$ cat src/rtl/mtt_pkg.sv
package mtt_pkg;
  localparam logic [2:0] MSEL_RMII = 3'b001;
  localparam logic [2:0] MSEL_SMII = 3'b010;
  localparam logic [2:0] MSEL_TEST = 3'b111;
  // {tck, ti, texec}
  localparam logic [2:0] TPIN_NAND = 3'b001;
  localparam logic [2:0] TPIN_XNOR = 3'b010;

  typedef enum logic [2:0] {
    M_RSV  = 3'd0,
    M_RMII = 3'd1,
    M_SMII = 3'd2,
    M_NAND = 3'd3,
    M_XNOR = 3'd4
  } mode_e;

  typedef enum logic {
    TREE_NAND = 1'b0,
    TREE_XNOR = 1'b1
  } tree_kind_e;
endpackage

$ cat src/rtl/mtt_mode_decode.sv
module mtt_mode_decode
  import mtt_pkg::*;
(
  input  logic [2:0] mode_sel_i,
  input  logic       tck_i,
  input  logic       ti_i,
  input  logic       texec_i,
  output mode_e      mode_o
);
  logic [2:0] tpin;
  assign tpin = {tck_i, ti_i, texec_i};

  always_comb begin
    mode_o = M_RSV;
    unique case (mode_sel_i)
      MSEL_RMII: mode_o = M_RMII;
      MSEL_SMII: mode_o = M_SMII;
      MSEL_TEST: begin
        if (tpin == TPIN_NAND)      mode_o = M_NAND;
        else if (tpin == TPIN_XNOR) mode_o = M_XNOR;
        else                        mode_o = M_RSV;
      end
      default:   mode_o = M_RSV;
    endcase
  end
endmodule

$ cat src/rtl/mtt_tree.sv
module mtt_tree
  import mtt_pkg::*;
#(
  parameter int unsigned N_IN = 8,
  parameter tree_kind_e  KIND = TREE_NAND
) (
  input  logic [N_IN-1:0] in_i,
  output logic            out_o
);
  if (KIND == TREE_NAND) begin : g_nand
    // AND carry along the chain, single inversion at the end keeps every
    // stage transparent while the others sit at 1
    logic [N_IN:0] carry;
    assign carry[0] = 1'b1;
    for (genvar k = 0; k < N_IN; k++) begin : g_stage
      assign carry[k+1] = carry[k] & in_i[k];
    end
    assign out_o = ~carry[N_IN];
  end else begin : g_xnor
    logic [N_IN-1:0] fold;
    assign fold[0] = in_i[0];
    for (genvar k = 1; k < N_IN; k++) begin : g_stage
      assign fold[k] = ~(fold[k-1] ^ in_i[k]);
    end
    assign out_o = fold[N_IN-1];
  end
endmodule

$ cat src/rtl/mtt_oe_gen.sv
module mtt_oe_gen #(
  parameter int unsigned           N_OE        = 6,
  parameter logic [N_OE-1:0]       EXEMPT_MASK = {1'b1, {(N_OE-1){1'b0}}}
) (
  input  logic            test_i,
  input  logic [N_OE-1:0] func_oe_i,
  output logic [N_OE-1:0] oe_o
);
  for (genvar i = 0; i < N_OE; i++) begin : g_pin
    if (EXEMPT_MASK[i]) begin : g_keep
      assign oe_o[i] = func_oe_i[i];
    end else begin : g_hiz
      assign oe_o[i] = func_oe_i[i] & ~test_i;
    end
  end
endmodule

$ cat src/rtl/mfg_tree_ctrl.sv
module mfg_tree_ctrl
  import mtt_pkg::*;
#(
  parameter int unsigned     N_IN        = 8,
  parameter int unsigned     N_OE        = 6,
  parameter logic [N_OE-1:0] EXEMPT_MASK = {1'b1, {(N_OE-1){1'b0}}}
) (
  input  logic [2:0]      mode_sel_i,
  input  logic            tck_i,
  input  logic            ti_i,
  input  logic            texec_i,
  input  logic [N_IN-1:0] ibuf_i,
  input  logic [N_OE-1:0] func_oe_i,
  output logic [N_OE-1:0] oe_o,
  output logic            tout_o,
  output logic            rmii_mode_o,
  output logic            smii_mode_o,
  output logic            nand_mode_o,
  output logic            xnor_mode_o,
  output logic            reserved_o
);
  mode_e mode;
  logic  nand_res, xnor_res, test_act;

  mtt_mode_decode u_dec (
    .mode_sel_i (mode_sel_i),
    .tck_i      (tck_i),
    .ti_i       (ti_i),
    .texec_i    (texec_i),
    .mode_o     (mode)
  );

  mtt_tree #(.N_IN(N_IN), .KIND(TREE_NAND)) u_nand (
    .in_i  (ibuf_i),
    .out_o (nand_res)
  );

  mtt_tree #(.N_IN(N_IN), .KIND(TREE_XNOR)) u_xnor (
    .in_i  (ibuf_i),
    .out_o (xnor_res)
  );

  assign rmii_mode_o = (mode == M_RMII);
  assign smii_mode_o = (mode == M_SMII);
  assign nand_mode_o = (mode == M_NAND);
  assign xnor_mode_o = (mode == M_XNOR);
  assign reserved_o  = (mode == M_RSV);
  assign test_act    = nand_mode_o | xnor_mode_o;

  always_comb begin
    tout_o = 1'b0;
    if (nand_mode_o)      tout_o = nand_res;
    else if (xnor_mode_o) tout_o = xnor_res;
  end

  mtt_oe_gen #(.N_OE(N_OE), .EXEMPT_MASK(EXEMPT_MASK)) u_oe (
    .test_i    (test_act),
    .func_oe_i (func_oe_i),
    .oe_o      (oe_o)
  );
endmodule

$ cat config.mk
export PLATFORM = sky130hd
export DESIGN_NAME = mfg_tree_ctrl
export DESIGN_NICKNAME = d
export VERILOG_FILES = /design/src/rtl/mtt_pkg.sv /design/src/rtl/mtt_mode_decode.sv /design/src/rtl/mtt_tree.sv /design/src/rtl/mtt_oe_gen.sv /design/src/rtl/mfg_tree_ctrl.sv
export SDC_FILE = /design/constraint.sdc
export NUM_CORES = 1
export LEC_CHECK = 0
export BUFFER_PORTS_ARGS = -buffer_cell sky130_fd_sc_hd__buf_2
export CELL_PAD_IN_SITES_DETAIL_PLACEMENT = 0
export CELL_PAD_IN_SITES_GLOBAL_PLACEMENT = 1
export CORE_AREA = 2 2 39 41
export DETAILED_ROUTE_END_ITERATION = 16
export DIE_AREA = 0 0 41 43
export PLACE_DENSITY = 0.8
export SYNTH_ARGS = -nofsm -noshare
export SYNTH_HDL_FRONTEND = slang
export SYNTH_SLANG_ARGS = --single-unit
$ cat constraint.sdc
create_clock -name vclk -period 1.3
set_input_delay 0.195 -clock vclk [all_inputs]
set_output_delay 0.195 -clock vclk [all_outputs]
set_load 0.005 [all_outputs]
==> impl_metrics.env <==
export IMPL_status="finished with violations"
export IMPL_violations="negative setup slack"
export IMPL_grt_max_degree=7
export IMPL_grt_pass1_vias=241
export IMPL_drv_slew=0
export IMPL_crit_family="XOR/XNOR gates"
export IMPL_ys_warn_count=0
export IMPL_power_frac_seq_pct=0
export IMPL_ir_drop_uv=90.5
export IMPL_avgSynthCellArea_um2=8.38
export IMPL_globalplace_congestion=0.621
export IMPL_setup_viol=1
export IMPL_netSwitchingFraction_pct=33.6
export IMPL_clkPwrFrac_pct=0
export IMPL_post_cts_buffers=0
export IMPL_worstPathArrival_ps=1360
export IMPL_hold_ws_ps=390
export IMPL_crit_chain="buf_6, xnor3_1, xnor3_1, a22o_1, buf_2"
export IMPL_overflow=0
export IMPL_layoutNonFillerInstCount=69
export IMPL_tns_ps=-253
export IMPL_final_util_pct=26.7
export IMPL_internal_power_mw=0.0736
export IMPL_drc=0
export IMPL_required_ps=1110
export IMPL_initial_core_util_pct=13.9
export IMPL_pwr_density_cell_nw_per_um2=300
export IMPL_yosysSeqAreaShare_pct=0
export IMPL_rows=14
export IMPL_placed_area_um2=363
export IMPL_fin_crit_sh_pct=119
export IMPL_syn_num_nets=44
export IMPL_hold_class="primary input to primary output"
export IMPL_nets=76
export IMPL_ios=32
export IMPL_post_drt_wl_per_cell_um=8.22
export IMPL_worst_slew_pin_slew_ps=281
export IMPL_crit_type="primary input to primary output"
export IMPL_cts_hold_buffers=0
export IMPL_design_area_um2=369
export IMPL_power_switching_mw=0.0373
export IMPL_first_pass_iters=4
export IMPL_drt_iter0_markers=2
export IMPL_dieArea_um2=1760
export IMPL_period_needed_ps=1550
export IMPL_maxCapViolCount=0
export IMPL_cp_end_kind="primary output"
export IMPL_drive_gt1_share_pct=60.4
export IMPL_critical_path_most_common_cell="xnor3_1"
export IMPL_slowest_stage="xnor3_1"
export IMPL_place_inst=69
export IMPL_viasPerCell=3.94
export IMPL_slowest_delay_ps=390
export IMPL_combPwrFrac_pct=100.0
export IMPL_pre_cts_slack_ps=-273
export IMPL_synth_cells=23
export IMPL_synth_area_um2=193
export IMPL_cp_start_kind="primary input"
export IMPL_detail_route_antenna_nets=0
export IMPL_power_leakage_nw=0.211
export IMPL_track_usage_pct=6.81
export IMPL_grt_pass1_wl_um=903
export IMPL_synth_distinct_cells=15
export IMPL_die_h_um=43
export IMPL_die_w_um=41
export IMPL_rsz0062_at_grt="yes"
export IMPL_seq_area_um2=0
export IMPL_seq_cell_count=0
export IMPL_worstPathMaxFanout=2
export IMPL_slew_headroom_pct=81.2
export IMPL_place_detailed_hpwl_um=522
export IMPL_port_buffer_count=30
export IMPL_p_total_mw=0.111
export IMPL_fmax_mhz=644
export IMPL_antenna_cells=0
export IMPL_clock_buffers=0
export IMPL_coreArea_um2=1380
export IMPL_hold_viol=0
export IMPL_antenna_found_initial=0
export IMPL_drt_total_wl_um=567
export IMPL_via_count=272
export IMPL_worst_slack_ps=-253
export IMPL_cp_buffers_inverters=2
export IMPL_areaGrowthSynthToFinish_pct=91.6
==> area by class of cell <==
| class | count | area [um2] |
|---|---|---|
| multi-input cells | 22 | 185 |
| fillers | 151 | 1010 |
| repair buffers | 31 | 164 |
| well taps | 16 | 20.0 |
==> cells in the mapped netlist <==
master / instances / area share, %
ha_1: 1 / 6.5
nor3b_1: 2 / 7.8
xor2_1: 1 / 4.5
nand2b_1: 2 / 6.5
nand4_1: 1 / 3.2
a21oi_1: 1 / 2.6
buf_4: 1 / 3.9
nand4b_1: 1 / 4.5
nor3_1: 1 / 2.6
a22o_1: 1 / 4.5
nor2b_1: 5 / 16
nor2_1: 2 / 3.9
xnor2_1: 1 / 4.5
and4_2: 1 / 5.2
xnor3_1: 2 / 23
==> path summary, 6_finish.rpt <==
check	startpoint	to	slack, ps	cells after the start
max	ibuf_i[4]	tout_o	-250	5
min	func_oe_i[5]	oe_o[5]	390	0
==> layer usage <==
layer	up-vias	share of wire (%)	global-route usage, %
met1	107	46	10.2
li1	145	-	-
met2	20	41	10.9
met5	-	0	0
met4	0	0	0
met3	0	13	0.524
==> what timing repair did <==
item | CTS | global route
gates resized for setup | 0 | 1
pin swaps | 0 | 1
endpoints found under the setup margin | 1 | 1
==> cells by family after synthesis <==
group           count (synthesis)  synth area share (%)
xor+xnor                        4                  32.5
fa+ha+maj                       1                  6.49
compound gates                  2                  7.14
buf+inv                         1                  3.90
simple gates                   15                  50.0
==> power groups by stage <==
stage	sequential [mW]	combinational (mW)	clock (mW)
after floorplan	0	0.0606	0
after global placement	0	0.107	0
after detailed placement	0	0.110	0
after CTS	0	0.111	0
after global routing	0	0.125	0
final	0	0.111	0
==> placed cells by master (no fill, tap or decap), types with 2 or more instances in the layout <==
cell type and n:
nor3b_1 2, nand2b_1 2, xnor3_1 2, buf_2 29, nor2b_1 5, nor2_1 2
Note: power is estimated with default switching activity, not from simulation.
